$ cat config.mk
export PLATFORM = sky130hd
export DESIGN_NAME = owq_top
export DESIGN_NICKNAME = d
export VERILOG_FILES = /design/src/rtl/owq_pkg.sv /design/src/rtl/owq_cfg.sv /design/src/rtl/owq_pick.sv /design/src/rtl/owq_merge.sv /design/src/rtl/owq_top.sv
export SDC_FILE = /design/constraint.sdc
export NUM_CORES = 1
export LEC_CHECK = 0
export BUFFER_PORTS_ARGS = -buffer_cell sky130_fd_sc_hd__clkbuf_2
export CELL_PAD_IN_SITES_DETAIL_PLACEMENT = 0
export CELL_PAD_IN_SITES_GLOBAL_PLACEMENT = 1
export CORE_ASPECT_RATIO = 1.4
export CORE_MARGIN = 4
export CORE_UTILIZATION = 30
export CTS_BUF_LIST = sky130_fd_sc_hd__clkbuf_4
export CTS_CLUSTER_SIZE = 8
export DETAILED_ROUTE_END_ITERATION = 10
export GPL_TIMING_DRIVEN = 0
export HOLD_SLACK_MARGIN = 0.02
export PLACE_DENSITY = 0.6
export SLEW_MARGIN = 25
export SYNTH_ARGS = -nofsm -noshare
export SYNTH_HDL_FRONTEND = slang
export SYNTH_SLANG_ARGS = --single-unit
$ cat constraint.sdc
create_clock -name clk -period 13.6 [get_ports clk]
set_input_delay 4.08 -clock clk [delete_from_list [all_inputs] [get_ports clk]]
set_output_delay 4.08 -clock clk [all_outputs]
set_load 0.02 [all_outputs]
$ cat src/rtl/owq_pkg.sv
package owq_pkg;
  typedef enum logic [1:0] {
    RSP_NONE  = 2'b00,
    RSP_DONE  = 2'b01,
    RSP_RETRY = 2'b10,
    RSP_DISC  = 2'b11
  } owq_rsp_e;
endpackage

$ cat src/rtl/owq_cfg.sv
module owq_cfg (
  input  logic clk,
  input  logic rst,
  input  logic cfg_wr,
  input  logic cfg_combine,
  input  logic cfg_around,
  output logic comb_q,
  output logic wa_q
);
  always_ff @(posedge clk) begin
    if (rst) begin
      comb_q <= 1'b0;
      wa_q   <= 1'b1;
    end else if (cfg_wr) begin
      comb_q <= cfg_combine;
      wa_q   <= cfg_around;
    end
  end
endmodule

$ cat src/rtl/owq_pick.sv
module owq_pick (
  input  logic has_two,
  input  logic head_wr,
  input  logic head_stl,
  input  logic second_wr,
  input  logic wa_en,
  output logic sel_second
);
  function automatic logic may_pass(input logic two, input logic hw, input logic hs,
                                    input logic sw, input logic en);
    return two && !hw && hs && sw && en;
  endfunction

  assign sel_second = may_pass(has_two, head_wr, head_stl, second_wr, wa_en);
endmodule

$ cat src/rtl/owq_merge.sv
module owq_merge #(
  parameter int AW      = 16,
  parameter int LW      = 4,
  parameter int MAX_LEN = 8
) (
  input  logic          en,
  input  logic          req_fire,
  input  logic          req_wr,
  input  logic [AW-1:0] req_addr,
  input  logic [LW-1:0] req_len,
  input  logic          tail_ok,
  input  logic          tail_wr,
  input  logic          tail_busy,
  input  logic [AW-1:0] tail_addr,
  input  logic [LW-1:0] tail_len,
  output logic          merge
);
  function automatic logic [AW-1:0] end_of(input logic [AW-1:0] a, input logic [LW-1:0] l);
    return a + AW'(l);
  endfunction

  function automatic logic fits(input logic [LW-1:0] a, input logic [LW-1:0] b);
    return (int'(a) + int'(b)) <= MAX_LEN;
  endfunction

  assign merge = en && req_fire && req_wr && tail_ok && tail_wr && !tail_busy &&
                 (end_of(tail_addr, tail_len) == req_addr) && fits(tail_len, req_len);
endmodule

$ cat src/rtl/owq_top.sv
module owq_top #(
  parameter int AW      = 16,
  parameter int MAX_LEN = 8,
  parameter int DEPTH   = 4,
  localparam int LW     = $clog2(MAX_LEN + 1),
  localparam int CW     = $clog2(DEPTH + 1),
  localparam int IW     = $clog2(DEPTH)
) (
  input  logic          clk,
  input  logic          rst,
  input  logic          cfg_wr,
  input  logic          cfg_combine,
  input  logic          cfg_around,
  input  logic          req_valid,
  output logic          req_ready,
  input  logic          req_write,
  input  logic [AW-1:0] req_addr,
  input  logic [LW-1:0] req_len,
  output logic          iss_valid,
  output logic          iss_write,
  output logic [AW-1:0] iss_addr,
  output logic [LW-1:0] iss_len,
  output logic          iss_bypass,
  input  logic [1:0]    rsp_kind,
  input  logic [LW-1:0] rsp_cnt
);
  import owq_pkg::*;

  logic [AW-1:0] q_addr [DEPTH];
  logic [LW-1:0] q_len  [DEPTH];
  logic          q_wr   [DEPTH];
  logic          q_stl  [DEPTH];
  logic [CW-1:0] q_cnt;

  logic [AW-1:0] n_addr [DEPTH];
  logic [LW-1:0] n_len  [DEPTH];
  logic          n_wr   [DEPTH];
  logic          n_stl  [DEPTH];
  logic [CW-1:0] n_cnt;

  logic comb_q, wa_q;
  logic sel_second;
  logic [IW-1:0] sel_i, tail_i;
  logic merge_ev, push_ev, pop_ev, tail_busy, req_fire;
  logic head_stall_rd;
  logic [LW-1:0] head_len;
  owq_rsp_e kind;

  owq_cfg u_cfg (
    .clk(clk), .rst(rst), .cfg_wr(cfg_wr), .cfg_combine(cfg_combine),
    .cfg_around(cfg_around), .comb_q(comb_q), .wa_q(wa_q)
  );

  owq_pick u_pick (
    .has_two(q_cnt > CW'(1)), .head_wr(q_wr[0]), .head_stl(q_stl[0]),
    .second_wr(q_wr[1]), .wa_en(wa_q), .sel_second(sel_second)
  );

  assign sel_i     = sel_second ? IW'(1) : IW'(0);
  assign tail_i    = IW'(q_cnt - CW'(1));
  assign kind      = owq_rsp_e'(rsp_kind);
  assign req_ready = q_cnt < CW'(DEPTH);
  assign req_fire  = req_valid && req_ready;
  assign iss_valid = q_cnt != '0;
  assign iss_write = q_wr[sel_i];
  assign iss_addr  = q_addr[sel_i];
  assign iss_len   = q_len[sel_i];
  assign iss_bypass = iss_valid && sel_second;
  assign tail_busy = iss_valid && (kind != RSP_NONE) && (sel_i == tail_i);
  assign head_stall_rd = !q_wr[0] && q_stl[0];
  assign head_len  = q_len[0];

  owq_merge #(.AW(AW), .LW(LW), .MAX_LEN(MAX_LEN)) u_merge (
    .en(comb_q), .req_fire(req_fire), .req_wr(req_write), .req_addr(req_addr),
    .req_len(req_len), .tail_ok(q_cnt != '0), .tail_wr(q_wr[tail_i]),
    .tail_busy(tail_busy), .tail_addr(q_addr[tail_i]), .tail_len(q_len[tail_i]),
    .merge(merge_ev)
  );

  assign push_ev = req_fire && !merge_ev;

  always_comb begin
    n_addr = q_addr;
    n_len  = q_len;
    n_wr   = q_wr;
    n_stl  = q_stl;
    n_cnt  = q_cnt;
    pop_ev = 1'b0;
    if (merge_ev) n_len[tail_i] = q_len[tail_i] + req_len;
    if (iss_valid) begin
      unique case (kind)
        RSP_DONE:  pop_ev = 1'b1;
        RSP_RETRY: if (!q_wr[sel_i]) n_stl[sel_i] = 1'b1;
        RSP_DISC: begin
          if (rsp_cnt == '0) begin
            if (!q_wr[sel_i]) n_stl[sel_i] = 1'b1;
          end else if (rsp_cnt >= q_len[sel_i]) begin
            pop_ev = 1'b1;
          end else begin
            n_addr[sel_i] = q_addr[sel_i] + AW'(rsp_cnt);
            n_len[sel_i]  = q_len[sel_i] - rsp_cnt;
            if (!q_wr[sel_i]) n_stl[sel_i] = 1'b1;
          end
        end
        default: ;
      endcase
    end
    if (pop_ev) begin
      for (int i = 0; i < DEPTH - 1; i++) begin
        if (i >= int'(sel_i)) begin
          n_addr[i] = n_addr[i+1];
          n_len[i]  = n_len[i+1];
          n_wr[i]   = n_wr[i+1];
          n_stl[i]  = n_stl[i+1];
        end
      end
      n_cnt = q_cnt - CW'(1);
    end
    if (push_ev) begin
      for (int i = 0; i < DEPTH; i++) begin
        if (CW'(i) == n_cnt) begin
          n_addr[i] = req_addr;
          n_len[i]  = req_len;
          n_wr[i]   = req_write;
          n_stl[i]  = 1'b0;
        end
      end
      n_cnt = n_cnt + CW'(1);
    end
  end

  always_ff @(posedge clk) begin
    if (rst) begin
      q_cnt <= '0;
      for (int i = 0; i < DEPTH; i++) begin
        q_addr[i] <= '0;
        q_len[i]  <= '0;
        q_wr[i]   <= 1'b0;
        q_stl[i]  <= 1'b0;
      end
    end else begin
      q_cnt  <= n_cnt;
      q_addr <= n_addr;
      q_len  <= n_len;
      q_wr   <= n_wr;
      q_stl  <= n_stl;
    end
  end
endmodule

==> impl_metrics.toml <==
[outcome]
status = "finished, final reports clean"

[job]
max-cap-violations = 0

[setup_path]
cp_num_buf_inv = 5
path_class = "in -> reg"
cpPeakStageDelay_ps = 540
crit_fanout = 10
slowest_stage = "clkbuf_1"
cp_cell_sequence = "clkbuf_2, inv_1, ha_1, nor2b_1, o21a_1, o21a_1, o21ai_0, nand3_1, clkbuf_1, nand2_1, o21ai_0, inv_1, ha_1, nand3_1, a21oi_1, clkbuf_1, nand2_1, a21oi_1"
critPathCaptureType = "flip-flop"
cp_top_family = "compound AO/OA/AOI/OAI gates"
crit_arrival_ps = 8130
startpoint_type = "input port"
cp.required_ps = 14040

[routing]
antenna_left = 0
route.detailed.drc = 0
drt-wirelength-per-cell_um = 24.2
firstDrtPassIters = 5
drt-total-wl_um = 30700
drtIter0Drc = 530
num_vias = 7199
drt-vias-per-instance = 5.69

[logic_synthesis]
yosys_register_bits = 92
avgSynthCellArea_um2 = 8.03
synth_fp_nets = 952
synth_cells = 889
synth_area_mm2 = 0.00714
ys_types = 81
synth_async_sr_flop_share_pct = 0
yosys.area.top_type = "dfxtp_1"
synth_common_cells = "155 x nand2_1, 96 x nor2_1, 92 x dfxtp_1"
yosys_warnings = 0
yosysSeqAreaShare_pct = 25.8
yosysMostFrequentCell = "nand2_1"
synth_edf_count = 0
synthTopCellsByArea = "dfxtp_1 26%, nand2_1 8.2%, mux4_2 6.6%, mux2i_1 5.7%, nor2_1 5.0%"
yosysTopAreaCellShare_pct = 25.8
dominantRegCellSynth = "dfxtp_1"

[placement]
dp_slack_ps = 5410
io_buffers = 52
dp_hpwl_um = 24700
gp_congestion = 0.914
placed_cells = 1248

[timing]
min_period_ps = 7690
finalSetupViolCount = 0
max_slew_margin_pct = 41.3
fmax_ghz = 0.130
skew_ps = 20.3
rsz0062_at_grt = "no"
setup_slack_ps = 5910
fin_crit_sh_pct = 56.5
worst_slew_pin_slew_ps = 872
maxSlewViolCount = 0
hold_viol_final = 0
timing.setup.tns_ps = 0

[cells_and_area]
fin_util_pct = 34.0
seqCellArea_mm2 = 0.00184
drive_gt1_share_pct = 14.5
synthToLayoutAreaGrowth_pct = 11.3
layoutNonFillerInstCount = 1265
nNetsFinal = 1016
nFillCells = 2564
multi_input_area_mm2 = 0.00489

[clocking]
cts_buffers = 9
post_cts_buffers = 0
cts_tree = "done"
clockRootBuffer = "clkbuf_4"
clock-sinks = 92
clk_pin_slew_ps = 170
clkLatencyLatePin_ps = 510
cts_resized = 0
cts_hold_buf = 0
htree_levels = 3
clockBufferDepth = 2

[global_route]
grt_pass1_wl_um = 46000
antenna_found_initial = 1
grt_pass1_vias = 7173
gr-total-overflow = 0
grtUsageTotal_pct = 23.1
grt_max_degree = 17

[floorplan]
dieArea_mm2 = 0.0264
core-area_mm2 = 0.0234
chipHeight_um = 191
rows = 66
start_util_pct = 30.5
io_pins = 57
die_x_um = 138

[pwr]
p_per_area_mw_per_mm2 = 207
peakVddDrop_mv = 0.0663
p_leak_nw = 3.21

[worst_hold_path]
hold_class = "reg -> reg"
## per-stage QoR
stage | cell area [um2] | hold WS [ps] | total power [mW]
2_1_floorplan | 7140 | 452 | 1.12
3_3_place_gp | 7780 | 481 | 1.47
4_1_cts | 7940 | 513 | 1.64
6_report | 7940 | 511 | 1.64
5_1_grt | 7940 | 523 | 1.75
3_5_place_dp | 7790 | 487 | 1.47
## power breakdown
part	switching [mW]	leakage [nW]	internal, mW
Combinational	0.603	2.38	0.374
Clock	0.116	0.0759	0.0574
Sequential	0.132	0.752	0.359
Total	0.851	3.21	0.790
## registers in the layout (all words and copies together), names as in the netlist
signal	count
u_cfg.comb_q	1
u_cfg.wa_q	1
q_stl	3
head_len	4
q_cnt	3
q_addr	64
q_len	12
q_wr	4
## placed cells by master, fill, tap and decap left out, drive strengths merged, types with 5 or more instances in the layout
cell type	count
nand2	157
clkbuf	101
nor2	96
dfxtp	92
a21oi	51
mux2i	41
inv	32
xnor2	31
o211ai	31
nand3	27
ha	26
o21ai	25
buf	22
mux4	21
a311oi	20
nor3	16
o311ai	15
nand4	13
nor4	11
a211oi	9
a21o	8
mux2	8
and3	8
nor2b	7
xor2	6
or3	6
o32ai	5
## cell type report
cell class	instances	area share [%]
diodes	1	0.0315
plain buffers	61	3.83
clock buffers	9	0.851
clock inverters	7	0.945
inverters	30	1.42
multi-input cells	706	61.5
flip-flops and latches	92	23.2
well taps	306	4.82
repair buffers	53	3.37
## logic make-up (layout without fill, tap and decap cells)
| family | after synthesis | count (layout) | synth area share (%) |
|---|---|---|---|
| AO/OA/AOI/OAI | 202 | 202 | 20.7 |
| other | 0 | 1 | 0 |
| multiplexers | 70 | 70 | 13.7 |
| flip-flops | 92 | 92 | 25.8 |
| XOR/XNOR | 37 | 37 | 4.54 |
| buffers and inverters | 91 | 160 | 5.84 |
| adder cells (fa/ha/maj) | 30 | 30 | 5.68 |
| AND/OR/NAND/NOR | 367 | 367 | 23.7 |
## metal layers
layer | share of wire (%) | global-route usage [%] | vias up
met2 | 52 | 42.4 | 255
met1 | 39 | 26.0 | 3494
met5 | 0 | 0 | -
met4 | 5.9 | 13.1 | 0
met3 | 3.6 | 2.08 | 81
li1 | - | - | 3369
## path summary, 6_finish.rpt
check / from / end / slack (ps) / depth (start not counted)
max reg2reg: q_cnt[0] / q_addr[44] / 6870 / 20
min: q_stl[1] / q_stl[1] / 510 / 1
max: rsp_cnt[2] / q_addr[53] / 5910 / 18
min reg2reg: q_stl[1] / q_stl[1] / 510 / 1
Note: power is estimated with default switching activity, not from simulation.
